<file path="src/rtl/gcmj0_pkg.sv">
package gcmj0_pkg;
    localparam int BLK_BITS  = 128;
    localparam int BLK_BYTES = BLK_BITS / 8;
    localparam int WORD_BITS = 32;
    localparam int FAST_LEN  = 12;

    typedef logic [BLK_BITS-1:0] blk_t;

    typedef struct packed {
        logic [BLK_BITS-WORD_BITS-1:0] fixed;
        logic [WORD_BITS-1:0]          word;
    } ctr_blk_t;

    typedef enum logic [2:0] {
        ST_IDLE,
        ST_FETCH,
        ST_LEN,
        ST_HASH,
        ST_DONE
    } st_t;

    localparam blk_t REDUCE = {8'hE1, {(BLK_BITS-8){1'b0}}};

    // One step of the reflected shift: multiply V by x and reduce.
    function automatic blk_t gf_halve(blk_t v);
        return v[0] ? ((v >> 1) ^ REDUCE) : (v >> 1);
    endfunction

    function automatic blk_t len_block(logic [63:0] bits);
        return {64'b0, bits};
    endfunction
endpackage

</file>
<file path="src/rtl/gcmj0_gfmul.sv">
module gcmj0_gfmul
    import gcmj0_pkg::*;
(
    input  logic clk,
    input  logic rst,
    input  logic go,
    input  blk_t x,
    input  blk_t y,
    output logic done,
    output blk_t z
);
    localparam int CNT_W = $clog2(BLK_BITS);
    localparam logic [CNT_W-1:0] LAST = CNT_W'(BLK_BITS - 1);

    logic             busy;
    logic [CNT_W-1:0] cnt;
    blk_t             xs;
    blk_t             v;

    always_ff @(posedge clk) begin
        if (rst) begin
            busy <= 1'b0;
            done <= 1'b0;
            cnt  <= '0;
            xs   <= '0;
            v    <= '0;
            z    <= '0;
        end else begin
            done <= 1'b0;
            if (go && !busy) begin
                xs   <= x;
                v    <= y;
                z    <= '0;
                cnt  <= '0;
                busy <= 1'b1;
            end else if (busy) begin
                if (xs[BLK_BITS-1]) begin
                    z <= z ^ v;
                end
                v   <= gf_halve(v);
                xs  <= xs << 1;
                cnt <= cnt + 1'b1;
                if (cnt == LAST) begin
                    busy <= 1'b0;
                    done <= 1'b1;
                end
            end
        end
    end
endmodule

</file>
<file path="src/rtl/gcmj0_pad.sv">
module gcmj0_pad
    import gcmj0_pkg::*;
#(
    parameter int LEN_W = 16
) (
    input  logic [LEN_W-1:0] remain,
    input  blk_t             din,
    output blk_t             dout
);
    for (genvar b = 0; b < BLK_BYTES; b++) begin : g_lane
        assign dout[BLK_BITS-1-8*b -: 8] =
            (remain > LEN_W'(b)) ? din[BLK_BITS-1-8*b -: 8] : 8'h00;
    end
endmodule

</file>
<file path="src/rtl/gcmj0_inc.sv">
module gcmj0_inc
    import gcmj0_pkg::*;
(
    input  blk_t j0_in,
    output blk_t ctr_out
);
    ctr_blk_t src;
    ctr_blk_t nxt;

    always_comb begin
        src       = ctr_blk_t'(j0_in);
        nxt.fixed = src.fixed;
        nxt.word  = src.word + 1'b1;
    end

    assign ctr_out = blk_t'(nxt);
endmodule

</file>
<file path="src/rtl/gcm_j0_gen.sv">
module gcm_j0_gen
    import gcmj0_pkg::*;
#(
    parameter int LEN_W = 16
) (
    input  logic             clk,
    input  logic             rst,
    input  logic             start,
    input  logic [LEN_W-1:0] iv_len,
    input  logic [127:0]     h_key,
    input  logic             iv_valid,
    input  logic [127:0]     iv_data,
    output logic             iv_ready,
    output logic [127:0]     j0,
    output logic [127:0]     ctr_first,
    output logic             done
);
    localparam logic [LEN_W-1:0] STEP  = LEN_W'(BLK_BYTES);
    localparam logic [LEN_W-1:0] FASTN = LEN_W'(FAST_LEN);

    st_t              st;
    blk_t             acc;
    blk_t             j0_q;
    logic [LEN_W-1:0] len_q;
    logic [LEN_W-1:0] left_q;
    logic             fast_q;
    logic             lenph_q;

    blk_t iv_pad;
    blk_t mul_x;
    blk_t mul_z;
    logic mul_go;
    logic mul_done;

    gcmj0_pad #(.LEN_W(LEN_W)) u_pad (
        .remain (left_q),
        .din    (iv_data),
        .dout   (iv_pad)
    );

    always_comb begin
        mul_go = 1'b0;
        mul_x  = acc ^ iv_pad;
        if (st == ST_LEN) begin
            mul_go = 1'b1;
            mul_x  = acc ^ len_block(64'(len_q) << 3);
        end else if (st == ST_FETCH && iv_valid && !fast_q) begin
            mul_go = 1'b1;
        end
    end

    gcmj0_gfmul u_mul (
        .clk  (clk),
        .rst  (rst),
        .go   (mul_go),
        .x    (mul_x),
        .y    (h_key),
        .done (mul_done),
        .z    (mul_z)
    );

    always_ff @(posedge clk) begin
        if (rst) begin
            st      <= ST_IDLE;
            acc     <= '0;
            j0_q    <= '0;
            len_q   <= '0;
            left_q  <= '0;
            fast_q  <= 1'b0;
            lenph_q <= 1'b0;
        end else begin
            case (st)
                ST_IDLE: begin
                    if (start && iv_len != '0) begin
                        len_q   <= iv_len;
                        left_q  <= iv_len;
                        fast_q  <= (iv_len == FASTN);
                        acc     <= '0;
                        lenph_q <= 1'b0;
                        st      <= ST_FETCH;
                    end
                end
                ST_FETCH: begin
                    if (iv_valid) begin
                        if (fast_q) begin
                            j0_q <= {iv_pad[BLK_BITS-1:WORD_BITS], WORD_BITS'(1)};
                            st   <= ST_DONE;
                        end else begin
                            left_q <= (left_q > STEP) ? left_q - STEP : '0;
                            st     <= ST_HASH;
                        end
                    end
                end
                ST_LEN: begin
                    lenph_q <= 1'b1;
                    st      <= ST_HASH;
                end
                ST_HASH: begin
                    if (mul_done) begin
                        acc <= mul_z;
                        if (lenph_q) begin
                            j0_q <= mul_z;
                            st   <= ST_DONE;
                        end else if (left_q == '0) begin
                            st <= ST_LEN;
                        end else begin
                            st <= ST_FETCH;
                        end
                    end
                end
                ST_DONE: st <= ST_IDLE;
                default: st <= ST_IDLE;
            endcase
        end
    end

    gcmj0_inc u_inc (
        .j0_in   (j0_q),
        .ctr_out (ctr_first)
    );

    assign j0       = j0_q;
    assign iv_ready = (st == ST_FETCH);
    assign done     = (st == ST_DONE);
endmodule

</file>
<file path="config.mk">
export PLATFORM = sky130hd
export DESIGN_NAME = gcm_j0_gen
export DESIGN_NICKNAME = d
export VERILOG_FILES = /design/src/rtl/gcmj0_pkg.sv /design/src/rtl/gcmj0_gfmul.sv /design/src/rtl/gcmj0_pad.sv /design/src/rtl/gcmj0_inc.sv /design/src/rtl/gcm_j0_gen.sv
export SDC_FILE = /design/constraint.sdc
export NUM_CORES = 2
export LEC_CHECK = 0
export BUFFER_PORTS_ARGS = -buffer_cell sky130_fd_sc_hd__buf_4
export CAP_MARGIN = 30
export CELL_PAD_IN_SITES_DETAIL_PLACEMENT = 1
export CELL_PAD_IN_SITES_GLOBAL_PLACEMENT = 2
export CORE_MARGIN = 3
export CORE_UTILIZATION = 35
export CTS_BUF_LIST = sky130_fd_sc_hd__clkbuf_4 sky130_fd_sc_hd__clkbuf_8 sky130_fd_sc_hd__clkbuf_16
export DETAILED_ROUTE_END_ITERATION = 7
export GPL_TIMING_DRIVEN = 0
export HOLD_SLACK_MARGIN = 0.03
export PLACE_DENSITY_LB_ADDON = 0.1
export SYNTH_ARGS = -nofsm -noshare
export SYNTH_HDL_FRONTEND = slang
export SYNTH_SLANG_ARGS = --single-unit
export TNS_END_PERCENT = 50
</file>
<file path="constraint.sdc">
create_clock -name clk -period 4.4 [get_ports clk]
set_input_delay 1.1 -clock clk [delete_from_list [all_inputs] [get_ports clk]]
set_output_delay 1.1 -clock clk [all_outputs]
set_load 0.005 [all_outputs]
</file>
==> flow_summary.json <==
{
  "gp_congestion": 0.9191,
  "drtAntennaViolNets": 0,
  "ys_warn_count": 0,
  "antenna_found_initial": 8,
  "synth-main-ff-cell": "dfxtp_1",
  "drive_gt1_frac": 0.1854,
  "worst_setup_path_start_kind": "register",
  "synth-seq-cells": 686,
  "drt_first_pass_iters": 5,
  "cts_sinks": 686,
  "synthCells": 4171,
  "netlist_area_mm2": 0.03170,
  "finalHoldViolCount": 0,
  "grt_pass1_wl_um": 193600,
  "place.port_buffers": 533,
  "grt.overflow.total": 0,
  "worstSetupEndpointType": "output pin",
  "holdWs_ps": 456.4,
  "period_needed_ps": 4144,
  "start_util": 0.3560,
  "setup_viol_count_final": 0,
  "fin_crit_sh": 0.9419,
  "synth_cell_types": 72,
  "grt_max_degree": 13,
  "tightest_slew_ps": 1188,
  "max_freq_mhz": 241.3,
  "track_usage": 0.2668,
  "critical_path_required_ps": 3300,
  "cts_buffers": 80,
  "cts.path.max_buffers": 3,
  "pin_count": 534,
  "synthArstFlopShare": 0,
  "clk_latency_ps": 630,
  "power_mw": 16.77,
  "cp_max_fo": 8,
  "fp-row-count": 109,
  "post_cts_resized": 0,
  "drt_iter0_drc": 1879,
  "cap_viol_max_count": 0,
  "htree_levels": 3,
  "viasPerCell": 5.225,
  "tns_ps": 0,
  "power.leakage_nw": 15.95,
  "cts_root_buf": "clkbuf_16",
  "worstSetupPathType": "register to output pin",
  "grt_setup_unrepaired": "no",
  "wl_um": 131000,
  "design_area_mm2": 0.04019,
  "area_growth_pct": 26.77,
  "relSlewSlack": 0.2079,
  "pwr_density_cell_mw_per_mm2": 417.2,
  "drcViolationCount": 0,
  "wire_per_inst_um": 21.71,
  "cts_tree": "done",
  "arrival_ps": 3040,
  "hold_class": "register to register",
  "place_area_mm2": 0.03737,
  "syn_area_per_cell_um2": 7.601,
  "cts_hold_buf": 0,
  "maxSlewViolCount": 0,
  "fin_ws_ps": 255.8,
  "first_global_vias": 31650,
  "fin_worst_skew_ps": 21.16,
  "syn-num-nets": 4451,
  "path_clk_slew_ps": 50,
  "dp_hpwl_um": 101100,
  "die_x_um": 307.0,
  "worst_ir_drop_vdd_uv": 235.2,
  "fillers": 11050,
  "synth_edf_count": 0,
  "dieArea_mm2": 0.09423,
  "vias": 31530,
  "cts_setup_buffers": 0,
  "nNetsFinal": 5079,
  "yosysSeqAreaShare": 0.4332,
  "outcome": "complete, no violations",
  "coreArea_mm2": 0.08906,
  "place_ws_ps": 244.9,
  "die_y_um": 307.0
}
==> synthesized netlist by cell type (20+ instances only) <==
cell type,number,area (µm²)
a211oi_1,56,420.4
a21oi_1,571,2858
a221oi_1,118,1033
a31oi_1,31,193.9
and3_1,28,175.2
buf_1,25,93.84
buf_2,79,395.4
buf_4,97,728.2
clkbuf_1,231,867.1
dfxtp_1,686,13730
inv_1,20,75.07
nand2_1,793,2977
nand3_1,187,935.9
nor2_1,625,2346
nor3_1,85,425.4
o211ai_1,28,210.2
o21ai_0,30,150.1
o21ai_1,25,125.1
xnor2_1,66,578.1
xor2_1,209,1831
==> routing by layer <==
| layer | up-vias | track usage | wire length (µm) |
|---|---|---|---|
| met5 | - | 0 | 39 |
| met4 | 4 | 0.08019 | 3790 |
| met3 | 168 | 0.05282 | 7683 |
| met2 | 801 | 0.4507 | 61890 |
| met1 | 15240 | 0.3447 | 57570 |
| li1 | 15310 | - | - |
==> power breakdown <==
| group | total, mW | internal (mW) | switching (mW) |
|---|---|---|---|
| registers | 6.63 | 6.46 | 0.173 |
| logic | 3.02 | 0.959 | 2.06 |
| clock network | 7.11 | 4.35 | 2.77 |
| total | 16.8 | 11.8 | 5.00 |
==> final timing paths <==
| kind | startpoint | end | slack (ps) | depth (start not counted) |
|---|---|---|---|---|
| worst max-delay path | j0[2]$_SDFFE_PP0P_ | ctr_first[31] | 260 | 7 |
| worst min-delay path | acc[27]$_SDFFE_PP0P_ | acc[27]$_SDFFE_PP0P_ | 460 | 2 |
| worst max register to register | left_q[5]$_SDFFE_PP0P_ | j0[127]$_SDFFE_PP0P_ | 490 | 9 |
| worst min register to register | acc[27]$_SDFFE_PP0P_ | acc[27]$_SDFFE_PP0P_ | 460 | 2 |
==> metrics by stage <==
stage,std cells,utilization
6_report,6034,0.4513
5_1_grt,6026,0.4511
4_1_cts,6026,0.4511
3_5_place_dp,5882,0.4196
3_3_place_gp,5869,0.4173
2_1_floorplan,4171,-
==> flip-flops by register name (all words and copies together), names as in the netlist, 7 cells and up <==
name and flops:
u_mul.z 128, len_q 16, j0 128, u_mul.xs 128, u_mul.cnt 7, u_mul.v 128
left_q 16, acc 128
==> worst max-delay path, stage by stage, from the launching register on <==
cell and delay, ps:
dfxtp_1 540, and3_1 200, clkbuf_1 230, and3_1 340, or3b_1 500, nor3_1 320
xor2_1 180, buf_4 130
==> cell type report <==
| cell class | instances | area (µm²) | share of cell area |
|---|---|---|---|
| inverter | 20 | 75.07 | 0.001868 |
| multi-input combinational | 3029 | 15770 | 0.3923 |
| antenna | 8 | 20.02 | 0.0004981 |
| buffer | 436 | 2136 | 0.05314 |
| sequential | 686 | 13730 | 0.3417 |
| clock buffer | 126 | 2524 | 0.06279 |
| clock inverter | 18 | 280.3 | 0.006973 |
| timing repair buffer | 546 | 4199 | 0.1045 |
| tap | 1165 | 1458 | 0.03627 |
==> logic make-up after synthesis <==
family / share of synthesized area
buf+inv: 0.06954
simple gates: 0.2379
mux: 0.003157
compound gates: 0.1787
fa+ha+maj: 0.001579
xor+xnor: 0.07597
flops: 0.4332
==> cells in the final DEF (no fill, tap or decap), drive strengths merged, types with 31 or more instances in the layout <==
cell type / netlist / layout
xnor2: 66 / 66
a31oi: 31 / 31
clkbuf: 231 / 357
o21ai: 55 / 55
dfxtp: 686 / 686
nand2: 793 / 793
a211oi: 56 / 56
xor2: 209 / 209
buf: 205 / 751
a21oi: 574 / 574
nor3: 90 / 90
a221oi: 118 / 118
nor2: 625 / 625
nand3: 187 / 187
Power figures use the tool's default switching activity.
